`src/rtl/fiq_pkg.sv`:
```
`timescale 1ns/100ps
package fiq_pkg;
  // interrupt status bit positions (decoded by software, kept fixed)
  localparam int B_TX_EMPTY   = 0;
  localparam int B_TX_NEMPTY  = 1;
  localparam int B_TX_FULL    = 2;
  localparam int B_TX_OVR     = 3;
  localparam int B_RX_EMPTY   = 4;
  localparam int B_RX_NFULL   = 5;
  localparam int B_RX_FULL    = 6;
  localparam int B_DONE       = 19;
  localparam int B_ARB_LOST   = 24;
  localparam int B_BUS_ERR    = 25;
  localparam int B_DONE_NS    = 28;

  localparam int STAT_W = 32;

  localparam logic [STAT_W-1:0] CLEARABLE = 32'h131F_007F;
  localparam logic [STAT_W-1:0] WRITABLE  = 32'h1FFF_FFFF;
  localparam logic [STAT_W-1:0] STICKY    =
    (STAT_W'(1) << B_TX_OVR) | (STAT_W'(1) << B_DONE) | (STAT_W'(1) << B_ARB_LOST) |
    (STAT_W'(1) << B_BUS_ERR) | (STAT_W'(1) << B_DONE_NS);

  // control bits
  localparam int FL_TX = 7;
  localparam int FL_RX = 8;

  // register word indexes
  localparam logic [3:0] A_CTRL   = 4'd0;
  localparam logic [3:0] A_TXTHR  = 4'd1;
  localparam logic [3:0] A_RXTHR  = 4'd2;
  localparam logic [3:0] A_MASK   = 4'd3;
  localparam logic [3:0] A_RAW    = 4'd4;
  localparam logic [3:0] A_MSK    = 4'd5;
  localparam logic [3:0] A_CLEAR  = 4'd6;
  localparam logic [3:0] A_TXDATA = 4'd7;
  localparam logic [3:0] A_RXDATA = 4'd8;
  localparam logic [3:0] A_LEVEL  = 4'd9;

  localparam int RX_LEVEL_POS = 16;
endpackage

```
`src/rtl/fiq_byte_fifo.sv`:
```
`timescale 1ns/100ps
module fiq_byte_fifo #(
  parameter int DEPTH = 16,
  parameter int DW    = 8
) (
  input  logic                         clk,
  input  logic                         rst_n,
  input  logic                         push_i,
  input  logic [DW-1:0]                push_data_i,
  input  logic                         pop_i,
  output logic [DW-1:0]                pop_data_o,
  input  logic                         flush_i,
  output logic                         busy_o,
  output logic [$clog2(DEPTH+1)-1:0]   count_o,
  output logic                         empty_o,
  output logic                         full_o
);
  localparam int AW = (DEPTH > 1) ? $clog2(DEPTH) : 1;
  localparam int CW = $clog2(DEPTH + 1);
  localparam logic [CW-1:0] FULL_CNT = CW'(DEPTH);
  localparam logic [AW-1:0] LAST_IDX = AW'(DEPTH - 1);

  logic [DW-1:0] mem_q [DEPTH];
  logic [AW-1:0] wr_q, rd_q;
  logic [CW-1:0] cnt_q;
  logic          busy_q;
  logic          do_push, do_pop;

  assign empty_o    = (cnt_q == '0);
  assign full_o     = (cnt_q == FULL_CNT);
  assign busy_o     = busy_q;
  assign count_o    = cnt_q;
  assign pop_data_o = mem_q[rd_q];

  // a flush drains one entry per cycle and locks out normal traffic
  assign do_push = push_i && !full_o && !busy_q;
  assign do_pop  = !empty_o && (busy_q || pop_i);

  always_ff @(posedge clk or negedge rst_n) begin
    if (!rst_n) begin
      wr_q   <= '0;
      rd_q   <= '0;
      cnt_q  <= '0;
      busy_q <= 1'b0;
    end else begin
      if (do_push) wr_q <= (wr_q == LAST_IDX) ? '0 : wr_q + AW'(1);
      if (do_pop)  rd_q <= (rd_q == LAST_IDX) ? '0 : rd_q + AW'(1);
      case ({do_push, do_pop})
        2'b10:   cnt_q <= cnt_q + CW'(1);
        2'b01:   cnt_q <= cnt_q - CW'(1);
        default: cnt_q <= cnt_q;
      endcase
      if (busy_q && empty_o) busy_q <= 1'b0;
      else if (flush_i)      busy_q <= 1'b1;
    end
  end

  always_ff @(posedge clk) begin
    if (do_push) mem_q[wr_q] <= push_data_i;
  end

  assert_count_bound_R1: assert property (@(posedge clk) disable iff (!rst_n)
    cnt_q <= FULL_CNT);

  assert_drain_step_R8: assert property (@(posedge clk) disable iff (!rst_n)
    (busy_q && !empty_o) |=> (cnt_q == $past(cnt_q) - CW'(1)));

  assert_busy_release_R8: assert property (@(posedge clk) disable iff (!rst_n)
    $fell(busy_q) |-> ($past(cnt_q) == '0));

  assert_no_fill_busy_R9: assert property (@(posedge clk) disable iff (!rst_n)
    busy_q |=> (cnt_q <= $past(cnt_q)));
endmodule

```
`src/rtl/fiq_irq_status.sv`:
```
`timescale 1ns/100ps
module fiq_irq_status
  import fiq_pkg::*;
(
  input  logic              clk,
  input  logic              rst_n,
  input  logic [STAT_W-1:0] level_i,
  input  logic [STAT_W-1:0] set_i,
  input  logic              clr_we_i,
  input  logic              mask_we_i,
  input  logic [STAT_W-1:0] wdata_i,
  output logic [STAT_W-1:0] raw_o,
  output logic [STAT_W-1:0] masked_o,
  output logic [STAT_W-1:0] mask_o
);
  logic [STAT_W-1:0] sticky_q, mask_q, clr_vec, set_vec;

  assign clr_vec = clr_we_i ? (wdata_i & CLEARABLE) : '0;
  assign set_vec = set_i & STICKY;

  always_ff @(posedge clk or negedge rst_n) begin
    if (!rst_n) begin
      sticky_q <= '0;
      mask_q   <= '0;
    end else begin
      // a new event outranks a clear arriving in the same cycle
      sticky_q <= (sticky_q & ~clr_vec) | set_vec;
      if (mask_we_i) mask_q <= wdata_i & WRITABLE;
    end
  end

  assign raw_o    = sticky_q | (level_i & ~STICKY);
  assign masked_o = raw_o & mask_q;
  assign mask_o   = mask_q;

  assert_sticky_hold_R5: assert property (@(posedge clk) disable iff (!rst_n)
    1'b1 |=> ((($past(sticky_q) & ~$past(clr_vec)) & ~sticky_q) == '0));

  assert_set_wins_R6: assert property (@(posedge clk) disable iff (!rst_n)
    (set_vec != '0) |=> ((sticky_q & $past(set_vec)) == $past(set_vec)));
endmodule

```
`src/rtl/fifo_irq_unit.sv`:
```
`timescale 1ns/100ps
module fifo_irq_unit
  import fiq_pkg::*;
#(
  parameter int DEPTH = 16,
  parameter int DW    = 8,
  parameter int THR_W = 4
) (
  input  logic              clk,
  input  logic              rst_n,
  input  logic [3:0]        reg_addr_i,
  input  logic              reg_wr_i,
  input  logic [31:0]       reg_wdata_i,
  input  logic              reg_rd_i,
  output logic [31:0]       reg_rdata_o,
  output logic              tx_valid_o,
  input  logic              tx_ready_i,
  output logic [DW-1:0]     tx_data_o,
  input  logic              rx_valid_i,
  output logic              rx_ready_o,
  input  logic [DW-1:0]     rx_data_i,
  input  logic              evt_done_i,
  input  logic              evt_done_nostop_i,
  input  logic              evt_arb_lost_i,
  input  logic              evt_bus_err_i,
  output logic              irq_o
);
  localparam int CW = $clog2(DEPTH + 1);

  logic [THR_W-1:0] tx_thr_q, rx_thr_q;
  logic [CW-1:0]    tx_cnt, rx_cnt;
  logic             tx_empty, tx_full, tx_busy;
  logic             rx_empty, rx_full, rx_busy;
  logic [DW-1:0]    rx_head;
  logic             wr_ctrl, wr_txdata, wr_mask, wr_clear, rd_rxdata;
  logic [STAT_W-1:0] level_vec, set_vec, raw, masked, mask;

  assign wr_ctrl   = reg_wr_i && (reg_addr_i == A_CTRL);
  assign wr_txdata = reg_wr_i && (reg_addr_i == A_TXDATA);
  assign wr_mask   = reg_wr_i && (reg_addr_i == A_MASK);
  assign wr_clear  = reg_wr_i && (reg_addr_i == A_CLEAR);
  assign rd_rxdata = reg_rd_i && (reg_addr_i == A_RXDATA);

  always_ff @(posedge clk or negedge rst_n) begin
    if (!rst_n) begin
      tx_thr_q <= '0;
      rx_thr_q <= '0;
    end else if (reg_wr_i) begin
      if (reg_addr_i == A_TXTHR) tx_thr_q <= reg_wdata_i[THR_W-1:0];
      if (reg_addr_i == A_RXTHR) rx_thr_q <= reg_wdata_i[THR_W-1:0];
    end
  end

  fiq_byte_fifo #(.DEPTH(DEPTH), .DW(DW)) u_tx_fifo (
    .clk         (clk),
    .rst_n       (rst_n),
    .push_i      (wr_txdata),
    .push_data_i (reg_wdata_i[DW-1:0]),
    .pop_i       (tx_valid_o && tx_ready_i),
    .pop_data_o  (tx_data_o),
    .flush_i     (wr_ctrl && reg_wdata_i[FL_TX]),
    .busy_o      (tx_busy),
    .count_o     (tx_cnt),
    .empty_o     (tx_empty),
    .full_o      (tx_full)
  );

  fiq_byte_fifo #(.DEPTH(DEPTH), .DW(DW)) u_rx_fifo (
    .clk         (clk),
    .rst_n       (rst_n),
    .push_i      (rx_valid_i && rx_ready_o),
    .push_data_i (rx_data_i),
    .pop_i       (rd_rxdata),
    .pop_data_o  (rx_head),
    .flush_i     (wr_ctrl && reg_wdata_i[FL_RX]),
    .busy_o      (rx_busy),
    .count_o     (rx_cnt),
    .empty_o     (rx_empty),
    .full_o      (rx_full)
  );

  assign tx_valid_o = !tx_empty && !tx_busy;
  assign rx_ready_o = !rx_full && !rx_busy;

  always_comb begin
    level_vec = '0;
    level_vec[B_TX_EMPTY]  = tx_empty;
    level_vec[B_TX_NEMPTY] = (tx_cnt <= CW'(tx_thr_q));
    level_vec[B_TX_FULL]   = tx_full;
    level_vec[B_RX_EMPTY]  = rx_empty;
    level_vec[B_RX_NFULL]  = (rx_cnt >= CW'(rx_thr_q));
    level_vec[B_RX_FULL]   = rx_full;
  end

  always_comb begin
    set_vec = '0;
    set_vec[B_TX_OVR]   = wr_txdata && tx_full && !tx_busy;
    set_vec[B_DONE]     = evt_done_i;
    set_vec[B_ARB_LOST] = evt_arb_lost_i;
    set_vec[B_BUS_ERR]  = evt_bus_err_i;
    set_vec[B_DONE_NS]  = evt_done_nostop_i;
  end

  fiq_irq_status u_status (
    .clk       (clk),
    .rst_n     (rst_n),
    .level_i   (level_vec),
    .set_i     (set_vec),
    .clr_we_i  (wr_clear),
    .mask_we_i (wr_mask),
    .wdata_i   (reg_wdata_i),
    .raw_o     (raw),
    .masked_o  (masked),
    .mask_o    (mask)
  );

  assign irq_o = |masked;

  always_comb begin
    reg_rdata_o = '0;
    case (reg_addr_i)
      A_CTRL: begin
        reg_rdata_o[FL_TX] = tx_busy;
        reg_rdata_o[FL_RX] = rx_busy;
      end
      A_TXTHR:  reg_rdata_o[THR_W-1:0] = tx_thr_q;
      A_RXTHR:  reg_rdata_o[THR_W-1:0] = rx_thr_q;
      A_MASK:   reg_rdata_o = mask;
      A_RAW:    reg_rdata_o = raw;
      A_MSK:    reg_rdata_o = masked;
      A_RXDATA: if (!rx_empty && !rx_busy) reg_rdata_o[DW-1:0] = rx_head;
      A_LEVEL: begin
        reg_rdata_o[CW-1:0]              = tx_cnt;
        reg_rdata_o[RX_LEVEL_POS +: CW]  = rx_cnt;
      end
      default: reg_rdata_o = '0;
    endcase
  end

  assert_overrun_flag_R4: assert property (@(posedge clk) disable iff (!rst_n)
    (wr_txdata && tx_full && !tx_busy) |=> raw[B_TX_OVR]);

  assert_rx_backpressure_R10: assert property (@(posedge clk) disable iff (!rst_n)
    (rx_full && rx_valid_i) |=> (rx_cnt <= $past(rx_cnt)));
endmodule

```
`config.mk`:
```
export PLATFORM = sky130hd
export DESIGN_NAME = fifo_irq_unit
export DESIGN_NICKNAME = d
export VERILOG_FILES = /design/src/rtl/fiq_pkg.sv /design/src/rtl/fiq_byte_fifo.sv /design/src/rtl/fiq_irq_status.sv /design/src/rtl/fifo_irq_unit.sv
export SDC_FILE = /design/constraint.sdc
export NUM_CORES = 1
export LEC_CHECK = 0
export CAP_MARGIN = 20
export CORE_MARGIN = 2
export CORE_UTILIZATION = 60
export CTS_BUF_LIST = sky130_fd_sc_hd__clkbuf_4
export CTS_CLUSTER_SIZE = 25
export DETAILED_ROUTE_END_ITERATION = 8
export PLACE_DENSITY = 0.81
export SLEW_MARGIN = 20
export SYNTH_ARGS = -nofsm -noshare
export SYNTH_HDL_FRONTEND = slang
export SYNTH_SLANG_ARGS = --single-unit
```
`constraint.sdc`:
```
create_clock -name clk -period 4.1 [get_ports clk]
set_input_delay 0.615 -clock clk [delete_from_list [all_inputs] [get_ports clk]]
set_output_delay 0.615 -clock clk [all_outputs]
set_load 0.005 [all_outputs]
```
==> impl_results.md <==
- Worst-path clk slew: 0.07 ns
- Reg-to-Reg Start: u_rx_fifo.count_o[4]
- GR Util All Layers: 0.2488
- Worst Setup End Kind: primary output
- Worst-skew pair later-pin latency: a little under 0.7 ns
- Rows: 56
- CTS max path bufs: 3
- CTS sink cnt: roughly 340
- Layout area overhead: 16.71%
- GR Overflow Total: 0
- Post-route DRC: 0
- Syn_area_per_cell: about 16 um^2
- Mapped Cells: 916
- Tightest Hold Check Type: in2reg
- FMAX: around 260 MHz
- Startpoint types: register
- Top_reg_cell synth: edfxtp_1
- Final #Nets: between 1000 and 1500
- Reg2Reg Depth: 11
- Hold path depth: 2
- Slew Limit Fails: 0
- Die Width: between 150 and 200 um
- Flops & latches, synth: 336
- RSZ-0062 raised after global routing: no
- Register area share after synthesis: 0.6672
- Vias per inst: 5.971
- Crit-path max cell delay: ~0.66 ns
- Root Buffer: clkbuf_4
- Pleak: about 0.0062 uW
- Status: finished, final reports clean
- Share of cells above drive strength 1: 0.2419
- Crit path kind: reg2out
- Vias after detailed routing: between 8000 and 9000
- Max IR drop VDD: approximately 430 uV
- Max transition margin: 0.3885
- I/O Buffers: 90
- Initial Util: 0.6150
- Number of global-route vias before repair: 8972
- Avg WL per Cell: 21.24 um
- Clock period minus worst slack: 3.886 ns
- Max Clock Skew: ~0.044 ns
- Crit-path max FO: 14
- Fin. Hold Viols: 0
- Power, Total: 10280 uW
- Core ar.: roughly 24000 um^2
- CP delay by family, top: buffers and inverters
- Number of synthesized flops with an enable pin: around 260
- H-tree levels: 3
- CP startpoint: u_rx_fifo.rd_q[1]
- Largest net degree at the start of global routing: 81
- Fin Setup TNS: 0 ns
- Reg area: 9692 um^2
- First-pass GRT wire length: between 40 and 50 mm
- Async set-reset flop share out of synthesis: 0.2381
- Synth unique cells: 67
- Die height: roughly 160 um
- Placer Congestion: roughly 0.92
- Cell Pwr Density: 606.4 nW/um^2
- TritonCTS Buffers: 83
- Initial antenna violation count: 3
- Final WL: approximately 31 mm
- Worst Tran Pin Value: ~0.9 ns
- Remaining antenna violation count: 0
- Crit path DAT: between 3 and 4 ns
- Max-cap viol count: 0
- FF-to-FF End: u_rx_fifo.count_o[4]
- CP Depth: 5
- Synth Cell Area: approximately 15000 um^2
- Part of the cycle the worst path needs: 0.9477
- Final setup vio count: 0
- Router iterations before antenna repair: 5
- Fillers: roughly 1500
- Die ar.: about 25000 um^2
- Dpl hpwl: roughly 21 mm
- Buf+Inv Stages, Crit Path: 2
- # IOs: 97
- TritonCTS clock tree: done
- Worst setup path end: reg_rdata_o[3]
- Crit path cell chain: buf_4 -> mux4_2 -> mux2i_1 -> o221ai_1 -> clkdlybuf4s50_1
- Setup bufs post-CTS: 0
- Multi-input gate area: around 4500 um^2
- Synth Warn #: 0
- FF-to-FF setup slack: 0.56 ns
- Slowest cell on crit path: dfrtp_2
- Initial DRC Count: a little over 800
- WP data required: between 3 and 4 ns
==> placed cells by master, fill, tap and decap left out, types with 32 or more instances in the layout <==
cell type        instances
mux2_2                  46
dfrtp_1                 78
clkdlybuf4s50_1         89
edfxtp_1               256
mux2i_1                 48
nand2_1                 43
mux4_2                  48
clkbuf_4               118
o21ai_0                 47
nor2_1                  32
==> through the flow <==
step	cells	util	setup slack, ns	hold WS (ns)	instance area (um^2)
floorplan	918	-	0.9524	0.3194	14530
global placement	1309	0.6707	0.2529	0.4783	15840
detailed placement	1309	0.6707	0.2001	0.4842	15840
CTS	1459	0.7167	0.1258	0.09467	16920
global route	1461	0.7178	0.01164	0.4545	16950
finish	1461	0.7178	0.2143	0.4943	16950
==> synthesized netlist by cell type, types with 8 or more instances <==
master / instances / area (um^2)
a21boi_0: 10 / 75.07
a21oi_1: 19 / 95.09
a221oi_1: 13 / 113.9
a22oi_1: 15 / 112.6
and2_1: 25 / 156.4
buf_2: 16 / 80.08
buf_4: 8 / 60.06
clkbuf_1: 20 / 75.07
dfrtp_1: 80 / 2002
edfxtp_1: 256 / 7687
ha_1: 26 / 325.3
inv_1: 29 / 108.9
mux2_2: 46 / 518.0
mux2i_1: 48 / 480.5
mux4_2: 48 / 1081
nand2_1: 43 / 161.4
nand3_1: 15 / 75.07
nor2_1: 32 / 120.1
nor2b_1: 8 / 50.05
o21ai_0: 47 / 235.2
xnor2_1: 8 / 70.07
==> worst min path at each step <==
stage | startpoint | end
floorplan | rst_n | rx_thr_q[0]
global placement | u_status.mask_o[11] | u_status.mask_o[11]
detailed placement | u_status.mask_o[26] | u_status.mask_o[26]
CTS | rst_n | u_tx_fifo.count_o[3]
global route | evt_bus_err_i | u_status.sticky_q[25]
finish | evt_done_nostop_i | u_status.sticky_q[28]
==> state kept, by name, summed over array words and instances (netlist names), 4 cells and up <==
signal             count
u_rx_fifo.mem_q      128
u_tx_fifo.mem_q      128
u_status.mask_o       29
u_status.sticky_q     15
u_rx_fifo.count_o      5
u_tx_fifo.count_o      5
rx_thr_q               4
tx_thr_q               4
u_rx_fifo.rd_q         4
u_rx_fifo.wr_q         4
u_tx_fifo.rd_q         4
u_tx_fifo.wr_q         4
==> per-layer routing <==
metal,vias to the layer above,track usage,wire length (um)
li1,3938,-,-
met1,4391,0.3127,12290
met2,322,0.4235,15940
met3,69,0.05991,1998
met4,4,0.09256,782
met5,-,0,23
==> repair_timing <==
item / 4_1_cts / 5_1_grt
endpoints found under the setup margin: 1 / 1
hold buffers: 0 / 1
gates resized for setup: 1 / 1
endpoints found under the hold margin: 0 / 14
==> cells by family (layout without fill, tap and decap cells) <==
family	Yosys count	count (layout)	synth area share
other cells	1	4	0.0002582
mux	142	142	0.1432
compound gates	151	151	0.07065
buf+inv	78	301	0.02361
xor+xnor	12	12	0.007237
flops	336	336	0.6672
fa+ha+maj	28	28	0.02516
simple gates	168	168	0.06272
==> final cells by class <==
type,instances,share of cell area
clock buffer,118,0.05226
tap,319,0.02355
clock inverter,32,0.01137
timing repair buffer,121,0.06784
inverter,30,0.006644
antenna,1,0.0001476
multi-input combinational,504,0.2664
sequential,336,0.5718
==> worst register-to-register path, stage by stage, from the launching register on <==
cell     delay, ns
dfrtp_1       0.48
nor2b_1       0.20
a21oi_1       0.47
and2_1        0.39
inv_1         0.22
ha_1          0.28
ha_1          0.33
nor2b_1       0.14
o21ai_0       0.22
a21oi_1       0.10
or3b_2        0.46
xnor2_1       0.14
==> where the power goes <==
part / internal [uW] / switching [uW] / total [uW] / leakage, uW
Clock: 1470 / 1310 / 2780 / 0.000639
Sequential: 4010 / 485 / 4500 / 0.00329
Combinational: 1540 / 1470 / 3010 / 0.00226
Total: 7010 / 3260 / 10300 / 0.00618
Power figures use the tool's default switching activity.
